<file path="config.mk">
export PLATFORM = sky130hd
export DESIGN_NAME = hreg_cam_port
export DESIGN_NICKNAME = d
export VERILOG_FILES = /design/src/rtl/hr_pkg.sv /design/src/rtl/hr_decode.sv /design/src/rtl/hr_regfile.sv /design/src/rtl/hr_cam_arb.sv /design/src/rtl/hreg_cam_port.sv
export SDC_FILE = /design/constraint.sdc
export NUM_CORES = 1
export LEC_CHECK = 0
export BUFFER_PORTS_ARGS = -buffer_cell sky130_fd_sc_hd__buf_2
export CORE_ASPECT_RATIO = 0.75
export CORE_MARGIN = 2
export CORE_UTILIZATION = 35
export DETAILED_ROUTE_END_ITERATION = 7
export REMOVE_ABC_BUFFERS = 1
export SETUP_SLACK_MARGIN = 0.5
export SLEW_MARGIN = 20
export SYNTH_ARGS = -nofsm -noshare
export SYNTH_HDL_FRONTEND = slang
export SYNTH_SLANG_ARGS = --single-unit
</file>
<file path="constraint.sdc">
create_clock -name clk -period 2.1 [get_ports clk]
set_clock_uncertainty 0.05 [all_clocks]
set_input_delay 0.42 -clock clk [delete_from_list [all_inputs] [get_ports clk]]
set_output_delay 0.42 -clock clk [all_outputs]
set_load 0.005 [all_outputs]
</file>
<file path="src/rtl/hr_pkg.sv">
package hr_pkg;
   localparam int A_CTRL  = 0;
   localparam int A_STAT  = 1;
   localparam int A_LEARN = 2;
   localparam int A_ASSOC = 3;
   localparam int A_UPD   = 8;
   localparam int A_PURGE = 9;
   localparam int A_TS    = 10;

   typedef enum logic [1:0] {
      S_IDLE,
      S_LOC,
      S_CAM,
      S_HOLD
   } bus_state_e;
endpackage

</file>
<file path="src/rtl/hr_decode.sv">
module hr_decode #(
   parameter int AW = 4
) (
   input  logic [AW-1:0] a,
   output logic          is_cam,
   output logic          cam_cmd,
   output logic          cam_ec_low
);
   // window 4..7: bit 1 picks data over command, bit 0 picks chain enable high
   assign is_cam     = ((a >> 2) == AW'(1));
   assign cam_cmd    = ~a[1];
   assign cam_ec_low = ~a[0];
endmodule

</file>
<file path="src/rtl/hr_regfile.sv">
module hr_regfile
   import hr_pkg::*;
#(
   parameter int AW = 4,
   parameter int DW = 16,
   parameter int SW = 8,
   localparam int TSW = DW / 2
) (
   input  logic           clk,
   input  logic           rst_n,
   input  logic           wr_en,
   input  logic           rd_en,
   input  logic [AW-1:0]  a,
   input  logic [DW-1:0]  wdata,
   output logic [DW-1:0]  rdata,
   input  logic           stat_load,
   input  logic [SW-1:0]  stat_bits,
   input  logic           assoc_load,
   input  logic [DW-1:0]  assoc_data,
   output logic [DW-1:0]  ctrl_q,
   output logic [DW-1:0]  learn_q,
   output logic [DW-1:0]  upd_q,
   output logic [DW-1:0]  purge_q,
   output logic [DW-1:0]  ts_q,
   output logic           purge_go,
   output logic           int_n
);
   logic [SW-1:0] stat_q;
   logic [DW-1:0] assoc_q;
   logic          int_q;
   logic          clr;

   assign clr = rd_en && (a == AW'(A_STAT));

   always_ff @(posedge clk) begin
      if (!rst_n) begin
         ctrl_q   <= '0;
         learn_q  <= DW'(16'h0334);
         upd_q    <= DW'(16'h0300);
         purge_q  <= DW'(16'h043D);
         ts_q     <= '0;
         purge_go <= 1'b0;
      end else begin
         purge_go <= 1'b0;
         if (wr_en) begin
            case (int'(a))
               A_CTRL:  ctrl_q  <= wdata;
               A_LEARN: learn_q <= wdata;
               A_UPD:   upd_q   <= wdata;
               A_PURGE: purge_q <= wdata;
               A_TS: begin
                  ts_q     <= wdata;
                  purge_go <= 1'b1;
               end
               default: ;
            endcase
         end
      end
   end

   // a fresh network result wins over a clearing read on the same edge
   always_ff @(posedge clk) begin
      if (!rst_n) begin
         stat_q <= '0;
         int_q  <= 1'b0;
      end else if (stat_load) begin
         stat_q <= (clr ? '0 : stat_q) | stat_bits;
         int_q  <= 1'b1;
      end else if (clr) begin
         stat_q <= '0;
         int_q  <= 1'b0;
      end
   end

   always_ff @(posedge clk) begin
      if (!rst_n)          assoc_q <= '0;
      else if (assoc_load) assoc_q <= assoc_data;
   end

   always_comb begin
      case (int'(a))
         A_CTRL:  rdata = ctrl_q;
         A_STAT:  rdata = DW'(stat_q);
         A_LEARN: rdata = learn_q;
         A_ASSOC: rdata = assoc_q;
         A_UPD:   rdata = upd_q;
         A_PURGE: rdata = purge_q;
         A_TS:    rdata = ts_q;
         default: rdata = '0;
      endcase
   end

   assign int_n = ~int_q;

   AST_INT_RISE_ON_READ: assert property (@(posedge clk) disable iff (!rst_n)
      $rose(int_n) |-> $past(clr));
   AST_PURGE_SINGLE: assert property (@(posedge clk) disable iff (!rst_n)
      purge_go |=> !purge_go);
   AST_PURGE_STAMP: assert property (@(posedge clk) disable iff (!rst_n)
      purge_go |-> (ts_q[TSW-1:0] == $past(wdata[TSW-1:0])));
endmodule

</file>
<file path="src/rtl/hr_cam_arb.sv">
module hr_cam_arb #(
   parameter int WR_LAT = 3,
   parameter int RD_LAT = 5,
   localparam int MAXL = (WR_LAT > RD_LAT) ? WR_LAT : RD_LAT,
   localparam int CW = $clog2(MAXL + 1)
) (
   input  logic clk,
   input  logic rst_n,
   input  logic start,
   input  logic is_wr,
   input  logic net_busy,
   output logic go,
   output logic busy,
   output logic done
);
   logic          pend_q;
   logic          wr_q;
   logic          wsel;
   logic [CW-1:0] cnt_q;

   assign wsel = start ? is_wr : wr_q;
   assign done = busy && (cnt_q == CW'(1));

   always_ff @(posedge clk) begin
      if (!rst_n) begin
         pend_q <= 1'b0;
         busy   <= 1'b0;
         go     <= 1'b0;
         wr_q   <= 1'b0;
         cnt_q  <= '0;
      end else begin
         go <= 1'b0;
         if (start) wr_q <= is_wr;
         if (busy) begin
            cnt_q <= cnt_q - CW'(1);
            if (cnt_q == CW'(1)) busy <= 1'b0;
         end else if ((start || pend_q) && !net_busy) begin
            busy   <= 1'b1;
            go     <= 1'b1;
            pend_q <= 1'b0;
            cnt_q  <= wsel ? CW'(WR_LAT) : CW'(RD_LAT);
         end else if (start) begin
            pend_q <= 1'b1;
         end
      end
   end

   AST_GRANT_NET_IDLE: assert property (@(posedge clk) disable iff (!rst_n)
      go |-> !$past(net_busy));
   AST_START_WHEN_FREE: assert property (@(posedge clk) disable iff (!rst_n)
      start |-> (!busy && !pend_q));
   AST_PEND_NO_GRANT: assert property (@(posedge clk) disable iff (!rst_n)
      (pend_q && net_busy) |=> !go);
endmodule

</file>
<file path="src/rtl/hreg_cam_port.sv">
module hreg_cam_port
   import hr_pkg::*;
#(
   parameter int  AW = 4,
   parameter int  DW = 16,
   parameter int  SW = 8,
   parameter int  WR_LAT = 3,
   parameter int  RD_LAT = 5,
   parameter bit  LATCH_ON_STROBE = 1'b1,
   localparam int TSW = DW / 2
) (
   input  logic           clk,
   input  logic           rst_n,
   input  logic           cs_n,
   input  logic           as_n,
   input  logic           we_n,
   input  logic [AW-1:0]  addr,
   input  logic [DW-1:0]  d_in,
   output logic [DW-1:0]  d_out,
   output logic           d_oe,
   output logic           ready,
   output logic           int_n,
   input  logic           net_busy,
   input  logic           stat_load,
   input  logic [SW-1:0]  stat_bits,
   input  logic           assoc_load,
   input  logic [DW-1:0]  assoc_data,
   input  logic [DW-1:0]  cam_rdata,
   output logic           hcam_go,
   output logic           hcam_busy,
   output logic           hcam_cmd,
   output logic           hcam_write,
   output logic           hcam_ec_low,
   output logic [DW-1:0]  hcam_wdata,
   output logic [DW-1:0]  ctrl_q,
   output logic [DW-1:0]  learn_op,
   output logic [DW-1:0]  update_op,
   output logic [DW-1:0]  purge_op,
   output logic           purge_go,
   output logic [TSW-1:0] purge_old_ts,
   output logic [TSW-1:0] new_ts
);
   if (DW < 16) begin : g_bad_dw
      $error("hreg_cam_port: DW must be at least 16");
   end
   if (AW < 4) begin : g_bad_aw
      $error("hreg_cam_port: AW must be at least 4");
   end
   if (WR_LAT < 1 || RD_LAT < 1) begin : g_bad_lat
      $error("hreg_cam_port: CAM latencies must be at least 1");
   end

   bus_state_e    st_q;
   logic [AW-1:0] acc_a_q;
   logic [AW-1:0] eff_a;
   logic          wr_q;
   logic          oe_q;
   logic [DW-1:0] dout_q;
   logic          start;
   logic          dec_cam, dec_cmd, dec_ecl;
   logic          arb_done;
   logic [DW-1:0] rf_rdata;
   logic [DW-1:0] ts_q;

   // address capture: at the strobe's falling edge, or at the start edge
   if (LATCH_ON_STROBE) begin : g_strobe_latch
      logic          as_prev_q;
      logic [AW-1:0] alat_q;
      always_ff @(posedge clk) begin
         if (!rst_n) begin
            as_prev_q <= 1'b1;
            alat_q    <= '0;
         end else begin
            as_prev_q <= as_n;
            if (!as_n && as_prev_q) alat_q <= addr;
         end
      end
      assign eff_a = (!as_n && as_prev_q) ? addr : alat_q;
   end else begin : g_start_sample
      assign eff_a = addr;
   end

   assign start = (st_q == S_IDLE) && !cs_n && !as_n;

   hr_decode #(.AW(AW)) u_dec (
      .a          (eff_a),
      .is_cam     (dec_cam),
      .cam_cmd    (dec_cmd),
      .cam_ec_low (dec_ecl)
   );

   hr_cam_arb #(.WR_LAT(WR_LAT), .RD_LAT(RD_LAT)) u_arb (
      .clk      (clk),
      .rst_n    (rst_n),
      .start    (start && dec_cam),
      .is_wr    (!we_n),
      .net_busy (net_busy),
      .go       (hcam_go),
      .busy     (hcam_busy),
      .done     (arb_done)
   );

   hr_regfile #(.AW(AW), .DW(DW), .SW(SW)) u_rf (
      .clk        (clk),
      .rst_n      (rst_n),
      .wr_en      ((st_q == S_LOC) && wr_q),
      .rd_en      ((st_q == S_LOC) && !wr_q),
      .a          (acc_a_q),
      .wdata      (d_in),
      .rdata      (rf_rdata),
      .stat_load  (stat_load),
      .stat_bits  (stat_bits),
      .assoc_load (assoc_load),
      .assoc_data (assoc_data),
      .ctrl_q     (ctrl_q),
      .learn_q    (learn_op),
      .upd_q      (update_op),
      .purge_q    (purge_op),
      .ts_q       (ts_q),
      .purge_go   (purge_go),
      .int_n      (int_n)
   );

   assign purge_old_ts = ts_q[TSW-1:0];
   assign new_ts       = ts_q[DW-1:TSW];

   always_ff @(posedge clk) begin
      if (!rst_n) begin
         st_q        <= S_IDLE;
         acc_a_q     <= '0;
         wr_q        <= 1'b0;
         ready       <= 1'b1;
         oe_q        <= 1'b0;
         dout_q      <= '0;
         hcam_cmd    <= 1'b0;
         hcam_write  <= 1'b0;
         hcam_ec_low <= 1'b0;
         hcam_wdata  <= '0;
      end else begin
         case (st_q)
            S_IDLE: if (start) begin
               acc_a_q <= eff_a;
               wr_q    <= !we_n;
               if (dec_cam) begin
                  ready       <= 1'b0;
                  st_q        <= S_CAM;
                  hcam_cmd    <= dec_cmd;
                  hcam_ec_low <= dec_ecl;
                  hcam_write  <= !we_n;
                  hcam_wdata  <= d_in;
               end else begin
                  if (!we_n) ready <= 1'b0;
                  st_q <= S_LOC;
               end
            end
            S_LOC: begin
               ready <= 1'b1;
               if (!wr_q) begin
                  dout_q <= rf_rdata;
                  oe_q   <= 1'b1;
               end
               st_q <= S_HOLD;
            end
            S_CAM: if (arb_done) begin
               ready <= 1'b1;
               if (!wr_q) begin
                  dout_q <= cam_rdata;
                  oe_q   <= 1'b1;
               end
               st_q <= S_HOLD;
            end
            S_HOLD: if (cs_n || as_n) begin
               oe_q <= 1'b0;
               st_q <= S_IDLE;
            end
            default: st_q <= S_IDLE;
         endcase
      end
   end

   assign d_out = dout_q;
   assign d_oe  = oe_q && !cs_n;

   AST_READ_DATA_READY: assert property (@(posedge clk) disable iff (!rst_n)
      $rose(oe_q) |-> ready);
   AST_LOCAL_WR_PULSE: assert property (@(posedge clk) disable iff (!rst_n)
      (st_q == S_LOC) |=> ready);
   AST_HOLD_CAM_FREE: assert property (@(posedge clk) disable iff (!rst_n)
      (st_q == S_HOLD) |-> !hcam_busy);
   AST_WAIT_NOT_READY: assert property (@(posedge clk) disable iff (!rst_n)
      (st_q == S_CAM) |-> !ready);
endmodule

</file>
# Word-level counts from Yosys, hierarchy flattened
# Cells that the tools add are included.
# op_classes
add_sub_neg	1
n_eq_ne	17
muxes	34
bitwise	6
n_reduce_logical	39
# op_table
operator	n
16-bit case mux with 7 select lines	1
16-bit 2-to-1 mux	3
16-bit case mux with 2 select lines	1
1-bit 2-to-1 mux	16
8-bit 2-to-1 mux	2
2-bit AND reduction	8
4-bit == test, second input constant	3
1-bit logical AND	10
2-bit inequality test, second input constant	5
3-bit 2-to-1 mux	3
3-bit AND reduction	3
4-bit by 2-bit == test with 1-bit output, second input constant	2
2-bit 2-to-1 mux	4
8-bit bitwise OR	1
2-bit case mux with 4 select lines	1
4-bit AND reduction	2
2-bit nonzero test	4
1-bit case mux with 3 select lines	2
3-bit nonzero test	2
1-bit zero test	5
1-bit inverter	5
2-bit by 1-bit == test with 1-bit output, second input constant	2
2-bit == test, second input constant	2
4-bit by 1-bit == test with 1-bit output, second input constant	1
8 further kinds	9
# totals
reg_bits	162
inputBits	68
output_inout_bits	121
word_cells	123

# Logic depth before layout (Yosys ltp)
# Gate-level depths: netlist (run 1).
# logic_depth
depth_word	9
depth_mapped	9
depth_no_buf	7

# By module
# A second synthesis (run 1) with hierarchy kept.
# unflattened
cells_unflattened	878
hier_area_um2	7469.7
# by_module_without_submodules
module	instances	cells_each	area_per_inst_um2	seq_area_each_um2
hr_regfile	1	586	4939.7	2122.0
hreg_cam_port	1	248	2153.3	980.9
hr_cam_arb	1	41	355.3	140.1
hr_decode	1	3	21.3	0.0

# Worst setup path after synthesis (run 1)
# Ideal clock, no wire load.
# synth_timing
path_type	reg-to-reg
startpoint	reg st_q[0]
endpoint	reg u_arb.cnt_q[2]
setup_ps	116
t_arrival_ps	1671
required_time_ps	1934
setup_slack_ps	263
stages_incl_launch_ff	8
n_path_buf	1
period_less_slack_ps	1837
cell_sequence	dfxtp_1 > inv_1 > ha_1 > buf_4 > or3b_4 > o31ai_2 > o21ai_0 > a31o_1
# synth_via
elab_chain_cells	8
elab_cells_between_ends	11
cone_classes	mux: 4; reduce/logical: 7
# synth_lines
item	line	source
start: declaration	hreg_cam_port.sv:53	bus_state_e st_q;
start signal: assignment	hreg_cam_port.sv:129	st_q <= S_IDLE;
start signal: assignment	hreg_cam_port.sv:146	st_q <= S_CAM;
start signal: assignment	hreg_cam_port.sv:153	st_q <= S_LOC;
2-bit zero test (*)	hreg_cam_port.sv:83	assign start = (st_q == S_IDLE) && !cs_n && !as_n;
1-bit logical AND (*) (2 in series)	hreg_cam_port.sv:83	
1-bit logical AND (*)	hreg_cam_port.sv:95	.start (start && dec_cam),
1-bit 2-to-1 mux	n/a	
3-bit 2-to-1 mux	hr_cam_arb.sv:41	cnt_q <= wsel ? CW'(WR_LAT) : CW'(RD_LAT);
3-bit 2-to-1 mux	hr_cam_arb.sv:37	end else if ((start || pend_q) && !net_busy) begin
3-bit 2-to-1 mux	hr_cam_arb.sv:34	if (busy) begin
end signal: assignment	hr_cam_arb.sv:35	cnt_q <= cnt_q - CW'(1);
end signal: assignment	hr_cam_arb.sv:41	
end: declaration	hr_cam_arb.sv:19	logic [CW-1:0] cnt_q;
# Mark *: on every way between the ends. The rest lies on a longest branch, timed or not. The select of a mux whose other input is x is not followed.
# A chain may end at the register's enable or synchronous reset.

# Worst setup path in the final report (run 1)
# layout_timing
startpoint	reg st_q[0]
endpoint	reg hcam_wdata[4]
# layout_via
elab_chain_cells	4
# layout_lines
item	line	source
2-bit zero test (*)	hreg_cam_port.sv:83, hreg_cam_port.sv:140	
1-bit logical AND (2 in series)	hreg_cam_port.sv:83	
3-bit AND reduction (no line) (*)	n/a	
end signal: assignment	hreg_cam_port.sv:150	hcam_wdata <= d_in;
end: declaration	hreg_cam_port.sv:34	output logic [DW-1:0] hcam_wdata,
# Mark *: on every way between the ends. The rest lies on a longest branch, timed or not.

==> impl_metrics.ini, run 1 <==
[flow_run]
maxCapViolCount = 0

[floorplan]
die_x_um = 168
ios = 189
die_area_mm2 = 0.0214
core_mm2 = 0.0196
die_h_um = 127
initial_core_util = 0.361
rows = 44

[clock_tree]
cts_max_path_buffers = 2
cts_root_buf = clkbuf_16
clock-sinks = 162
clkTransAtPathRegs_ps = 60
cts_tree = yes
h-tree-depth = 4
cts_buffers = 17
clock_latency_ps = 430
cts-hold-fix-buffers = 0

[routing]
drtIter0Drc = 644
postRouteAntennaNets = 0
avgViaCountPerCell = 5.49
avgRoutedWirePerCell_um = 21.2
wl_um = 29200
first_pass_iters = 6
drc = 0
vias = 7561

[setup_path]
arrival_ps = 2180
path_max_fanout = 6
r2r_cells = 9
critPathCapture = hcam_wdata[4]
crit_path_start_kind = register
r2r-end = hcam_wdata[4]
reg2reg_slack_ps = 240
rr_startpoint = st_q[0]
path_class = reg -> reg
critical_path.startpoint = st_q[0]
crit_required_ps = 2410
cp-end-kind = register

[global_routing]
antenna_found_initial = 0
grt_pass1_vias = 6763
grt_max_degree = 66
grtUsageTotal = 0.249
overflow = 0
grt_pass1_wl_um = 40300

[yosys]
netlist_area_mm2 = 0.00707
synth.most_common_cell = nand2_1
synthFlopType = dfxtp_1
ys_seq_area_frac = 0.459
synth-edff-count = 0
synth_top_area_share = 0.459
syn_area_per_cell_um2 = 8.30
synthTopCellsByArea = dfxtp_1 (46%), nand2_1 (11%), a21oi_1 (7.3%)
synthCells = 852
synthTopCellsByCount = nand2_1 (215), dfxtp_1 (162), a21oi_1 (103)
synth_top_area_cell = dfxtp_1
ys_ff_latch = 162
synth.distinct_cells = 69
yosys_warnings = 0
ys_async_sr_fraction = 0

[hold_path]
whs_path_depth = 3
hold_path.class = in -> reg

[pwr]
finalPower_mw = 9.83
clkPwrFrac = 0.329
vdd_drop_max_uv = 501
combPwrFrac = 0.318
leakage_nw = 4.57
swShare = 0.324
p_sw_mw = 3.19
pwr-share-seq = 0.353
power_density_mw_per_mm2 = 905
internal-power_mw = 6.64

[timing]
worstMarginPinSlew_ps = 614
period_minus_slack_ps = 1860
max_freq_mhz = 536
slew_violations = 0
setup_viol = 0
max-slew-margin-rel = 0.590
hold_viol = 0
tns_ps = 0
fin_crit_sh = 0.888
rsz0062_at_grt = yes
worst_hold_slack_ps = 173
final.setup.worst_slack_ps = 235

[outcome]
status = complete, no violations

[layout]
postLayoutCoreUtil = 0.554
drive_above_1_share = 0.466
final_cells = 1378
antenna_cells = 0
n_fill_cell = 1733
finalNetCount = 1186
final_cell_area_mm2 = 0.0109
area_delta_synth_final_pct = 53.6

[place]
dpl.cell_count = 1289
place_congestion = 0.883
place_hpwl_um = 19200
portBuffers = 188
placed_area_mm2 = 0.00854
pre_cts_slack_ps = 130
[what timing repair did]
action	CTS	global route
gates resized for setup	85	224
pin swaps	26	91
cloned	6	8
endpoints found under the setup margin	118	134
setup buffers	26	17
[registers in the layout (all words and copies together) (netlist names), 2 cells and up]
signal                 cells
hcam_wdata                16
st_q                       2
u_rf.assoc_q              16
d_out                     16
acc_a_q                    4
g_strobe_latch.alat_q      4
u_rf.ctrl_q               16
u_arb.cnt_q                3
u_rf.learn_q              16
u_rf.ts_q                 16
u_rf.purge_q              16
u_rf.upd_q                16
u_rf.stat_q                8
[power by group through the flow]
stage / combinational, mW / clock [mW] / sequential (mW)
global route: 3.30 / 3.39 / 3.49
finish: 3.13 / 3.23 / 3.47
detailed placement: 2.00 / 0 / 3.50
CTS: 2.65 / 3.25 / 3.45
floorplan: 1.02 / 0 / 3.55
global placement: 1.99 / 0 / 3.50
[cell families after synthesis]
kind of cell / count (synthesis) / share of synthesized area
compound gates: 207 / 0.192
fa+ha+maj: 6 / 0.0106
buf+inv: 78 / 0.0506
flops: 162 / 0.459
mux: 42 / 0.0640
simple gates: 357 / 0.224
[placed cells by master, fill, tap and decap left out, types with 26 or more instances in the layout]
cell | Yosys | routed
dfxtp_1 | 162 | 154
a21oi_2 | 0 | 48
nor2_1 | 57 | 53
a21oi_1 | 103 | 54
buf_2 | 28 | 188
nand2_2 | 0 | 26
buf_4 | 6 | 59
buf_6 | 1 | 36
mux2i_1 | 34 | 34
nand2_4 | 0 | 32
nand2_1 | 215 | 154
[worst min path at each step]
stage / from / endpoint / slack [ps]
2_1_floorplan: u_rf.int_q / u_rf.int_q / 400
3_3_place_gp: hcam_ec_low / hcam_ec_low / 390
3_5_place_dp: hcam_ec_low / hcam_ec_low / 390
4_1_cts: assoc_data[13] / u_rf.assoc_q[13] / 160
5_1_grt: net_busy / u_arb.go / 170
6_report: assoc_data[10] / u_rf.assoc_q[10] / 170
[area by class of cell]
| type | instances | area (µm²) | share of cell area |
|---|---|---|---|
| Sequential cell | 162 | 3270 | 0.301 |
| Tap cell | 253 | 317 | 0.0291 |
| Timing Repair Buffer | 305 | 2230 | 0.205 |
| Clock buffer | 20 | 437 | 0.0402 |
| Multi-Input combinational cell | 614 | 4410 | 0.406 |
| Clock inverter | 12 | 158 | 0.0145 |
| Inverter | 12 | 52.6 | 0.00484 |
[routing by layer]
metal  vias to the layer above  wire, µm  part of all wire  global-route usage
li1                       3505         -                 -                   -
met1                      3658     13400              0.46               0.362
met2                       362     12700              0.43               0.368
met3                        36      2630             0.090              0.0601
met4                         0       501             0.017              0.0674
met5                         -         0                 0                   0
[critical path, stage by stage, from the launching register on]
cell	delay (ps)
dfxtp_4	360
inv_4	70
ha_4	150
or3b_4	430
buf_6	140
nor2_4	110
buf_12	140
clkbuf_16	170
nand2_1	60
a21oi_1	110
(Power assumes the default switching activity.)
==> inputs of run 2 (changes only) <==
- CORE_ASPECT_RATIO: 0.75 -> not set
==> run 2 against run 1 <==
Against the previous run: routed wire length down 8.7%; global-route usage down 0.67 points; sequential cell count unchanged; core utilization down 4.7 points; register-to-register slack better by 80 ps; total power down 6.5%; design area down 8.2%; cell count down 1.2%; fmax up 4.2%; critical path depth down 1.
==> impl_metrics.ini, run 2 (synthesis gave the netlist of run 1 again) <==
[outcome]
status = complete, no violations

[clock_tree]
clock-sinks = 162
clkTransAtPathRegs_ps = 70
cts_max_path_buffers = 2
cts_root_buf = clkbuf_16
h-tree-depth = 4
cts_buffers = 17
clock_latency_ps = 440
cts_tree = yes

[routing]
drc = 0
wl_um = 26700
avgViaCountPerCell = 5.36
first_pass_iters = 5
postRouteAntennaNets = 0
drtIter0Drc = 635
vias = 7289
avgRoutedWirePerCell_um = 19.6

[global_routing]
grt_pass1_wl_um = 39800
grt_pass1_vias = 6758
grt_max_degree = 52
overflow = 0
grtUsageTotal = 0.242
antenna_found_initial = 0

[place]
dpl.cell_count = 1296
place_hpwl_um = 18400
placed_area_mm2 = 0.00857
portBuffers = 188
place_congestion = 0.869

[setup_path]
reg2reg_slack_ps = 310
slowest_stage = or3b_4
critPathMaxStageDelay_ps = 410
crit_path_start_kind = register
cp-end-kind = register
arrival_ps = 2100
path_max_fanout = 15
crit_required_ps = 2410
path_class = reg -> reg
path_cells = inv_4, ha_4, or3b_4, buf_4, nor2_4, buf_12, nor2_1, a211oi_1

[floorplan]
rows = 51
die_h_um = 146
die_x_um = 146
initial_core_util = 0.360
core_mm2 = 0.0197
die_area_mm2 = 0.0214
ios = 189

[layout]
drive_above_1_share = 0.362
final_cells = 1361
n_fill_cell = 1938
final-seq-area_mm2 = 0.00326
antenna_cells = 0
mostFrequentLayoutCells = nand2_1 (204), buf_2 (188), dfxtp_1 (154), a21oi_1 (95), nor2_1 (56)
area_delta_synth_final_pct = 41.0
final_common_cell = nand2_1
multi_input_area_mm2 = 0.00381
final_cell_area_mm2 = 0.00997
finalNetCount = 1159

[hold_path]
hold_path.class = in -> reg

[timing]
worstMarginPinSlew_ps = 706
max-slew-margin-rel = 0.527
worst_hold_slack_ps = 169
rsz0062_at_grt = yes
slew_violations = 0
hold_viol = 0
fin_crit_sh = 0.852
period_minus_slack_ps = 1790
setup_viol = 0
max_freq_mhz = 559

[pwr]
vdd_drop_max_uv = 642
power_density_mw_per_mm2 = 922
leakage_nw = 4.11
finalPower_mw = 9.19

[flow_run]
maxCapViolCount = 0
run 2: cell types whose count changed in the layout (fill, tap and decap cells not counted), sizes merged:
| cell | previous run | this run |
|---|---|---|
| inv | 13 | 12 |
| clkinv | 5 | 7 |
| buf | 300 | 277 |
| bufbuf | 0 | 2 |
| clkinvlp | 3 | 2 |
| bufinv | 3 | 2 |
| nand3 | 20 | 19 |
| clkbuf | 25 | 19 |
run 2: repair_timing:
| action | 4_1_cts | 5_1_grt |
|---|---|---|
| buffers inserted | 21 | 10 |
| pin swaps | 33 | 15 |
| hold buffers | 0 | 0 |
| setup endpoints to repair | 138 | 136 |
| resized for setup | 62 | 57 |
| gates cloned | 2 | 2 |
run 2: through the flow:
step            util  setup slack [ps]  TNS, ps
3_5_place_dp   0.436              87.7        0
5_1_grt        0.508               216        0
3_3_place_gp   0.436               144        0
6_report       0.508               311        0
2_1_floorplan      -             -1030   -99700
4_1_cts        0.491               299        0
run 2: final timing paths:
check                           cells after the start            from               end
worst max-delay path                                8         st_q[1]        hcam_write
worst min-delay path                                3  assoc_data[11]  u_rf.assoc_q[11]
worst max register to register                      8         st_q[1]        hcam_write
worst min register to register                      2  hcam_wdata[10]    hcam_wdata[10]
run 2: metal layers:
layer | vias to the layer above | wire length, µm | global-route usage
li1 | 3448 | - | -
met5 | - | 0 | 0
met2 | 302 | 12400 | 0.383
met1 | 3515 | 11900 | 0.332
met3 | 24 | 1980 | 0.0541
met4 | 0 | 406 | 0.0709
run 2: final cells by class:
cell class	count	share of cell area
timing repair buffer	279	0.195
clock inverter	11	0.0114
sequential	162	0.327
multi-input combinational	613	0.382
clock buffer	19	0.0454
inverter	12	0.00527
tap	265	0.0332
run 2: report_power, final:
group / internal [mW] / switching (mW)
Clock: 1.79 / 1.27
Sequential: 3.28 / 0.181
Combinational: 1.27 / 1.41
run 2: critical path: cells and delay by family (launching register included):
family / cells / cell delay (ps)
and+or+nand+nor: 3 / 580
buffers and inverters: 3 / 390
DFF: 1 / 370
AOI/OAI and AO/OA: 1 / 180
adders and majority gates: 1 / 140
==> inputs of run 3 (changes only) <==
- BUFFER_PORTS_ARGS: -buffer_cell sky130_fd_sc_hd__buf_2 -> -buffer_cell sky130_fd_sc_hd__buf_4
- CORE_MARGIN: 2 -> 4
- CORE_UTILIZATION: 35 -> 40
==> run 3 against run 2 <==
Against the previous run: design area increased by 1.1%; global-route usage is 0.96 points higher; critical path depth down 1; routed wire length shrank 3.1%; hold slack got worse by 8.3 ps; worst setup slack got worse by 7.0 ps; largest cell class unchanged; sequential cell count stayed put.
==> impl_metrics.ini, run 3 (synthesis gave the netlist of run 1 again) <==
[outcome]
status = complete, no violations

[layout]
area_delta_synth_final_pct = 42.6
drive_above_1_share = 0.334
mostFrequentLayoutCells = buf_4 (248), nand2_1 (214), dfxtp_1 (154), a21oi_1 (101), nor2_1 (55)
multi_input_area_mm2 = 0.00369
postLayoutCoreUtil = 0.583
final_common_cell = buf_4
n_fill_cell = 1649
finalNetCount = 1152
final-seq-area_mm2 = 0.00326

[floorplan]
core_mm2 = 0.0173
die_h_um = 141
die_x_um = 141
ios = 189
rows = 48
initial_core_util = 0.409
die_area_mm2 = 0.0199

[timing]
max-slew-margin-rel = 0.696
slew_violations = 0
rsz0062_at_grt = yes
period_minus_slack_ps = 1800
worstMarginPinSlew_ps = 454
setup_viol = 0
hold_viol = 0
fin_crit_sh = 0.855
tns_ps = 0
max_freq_mhz = 557

[routing]
first_pass_iters = 5
vias = 7164
drtIter0Drc = 696
drc = 0
wl_um = 25800
avgViaCountPerCell = 5.44
postRouteAntennaNets = 0
avgRoutedWirePerCell_um = 19.6

[pwr]
leakage_nw = 4.10
vdd_drop_max_uv = 629
power_density_mw_per_mm2 = 891

[setup_path]
critical_path.startpoint = st_q[0]
reg2reg_slack_ps = 300
rr_startpoint = st_q[0]
cp-end-kind = register
arrival_ps = 2070
path_class = reg -> reg
crit_path_start_kind = register
crit_required_ps = 2370
path_max_fanout = 7

[global_routing]
grt_max_degree = 54
grt_pass1_vias = 6654
grt_pass1_wl_um = 38700
overflow = 0
grtUsageTotal = 0.252
antenna_found_initial = 1

[clock_tree]
clock_latency_ps = 430
cts_tree = yes
h-tree-depth = 4
cts_buffers = 17
clkTransAtPathRegs_ps = 60
clock-sinks = 162
cts_max_path_buffers = 2
cts_root_buf = clkbuf_16
cts-hold-fix-buffers = 0

[flow_run]
maxCapViolCount = 0

[place]
place_congestion = 0.858
portBuffers = 188
place_hpwl_um = 18500

[hold_path]
hold_path.class = in -> reg
holdCritStartpoint = net_busy
-- run 3: routing by layer --
layer | vias to the layer above | part of all wire | track usage
li1 | 3432 | - | -
met1 | 3377 | 0.45 | 0.358
met3 | 41 | 0.084 | 0.0573
met2 | 314 | 0.45 | 0.381
met4 | 0 | 0.022 | 0.0775
met5 | - | 0 | 0
-- run 3: stage by stage --
step,hold slack (ps),cells,power [mW],instance area [µm²],worst slack [ps]
2_1_floorplan,401,786,4.57,6760,-1030
3_3_place_gp,393,1258,5.54,8950,181
3_5_place_dp,399,1258,5.55,8950,125
4_1_cts,143,1306,8.90,9890,316
5_1_grt,149,1316,9.40,10100,176
6_report,161,1316,8.98,10100,304
-- run 3: path summary, 6_finish.rpt --
| kind | to | depth (start not counted) |
|---|---|---|
| worst max-delay path | d_out[8] | 7 |
| worst min-delay path | u_arb.go | 2 |
| worst max register to register | d_out[8] | 7 |
| worst min register to register | hcam_wdata[8] | 2 |
-- run 3: worst max-delay path, stage by stage, from the launching register on --
cell and delay [ps]:
dfxtp_2 330, inv_2 70, ha_2 310, nand2b_1 130, o22ai_4 220, buf_4 210
nor2_1 60, a2111oi_2 310
-- run 3: final cells by class --
class                      instances  area share
timing repair buffer             273       0.221
clock buffer                      21      0.0457
multi-input combinational        612       0.366
inverter                          12     0.00471
tap                              225      0.0279
clock inverter                    10      0.0109
antenna                            1    0.000248
sequential                       162       0.324
-- run 3: repair_timing --
action,4_1_cts,5_1_grt
setup buffers,13,9
setup endpoints to repair,135,123
resized for setup,60,29
pin swaps,10,7
cloned,4,0
-- run 3: report_power, final --
group / leakage, nW / switching, mW / internal [mW]
clock: 0.282 / 1.23 / 1.80
sequential: 1.32 / 0.188 / 3.28
combinational: 2.50 / 1.30 / 1.18
total: 4.10 / 2.72 / 6.26
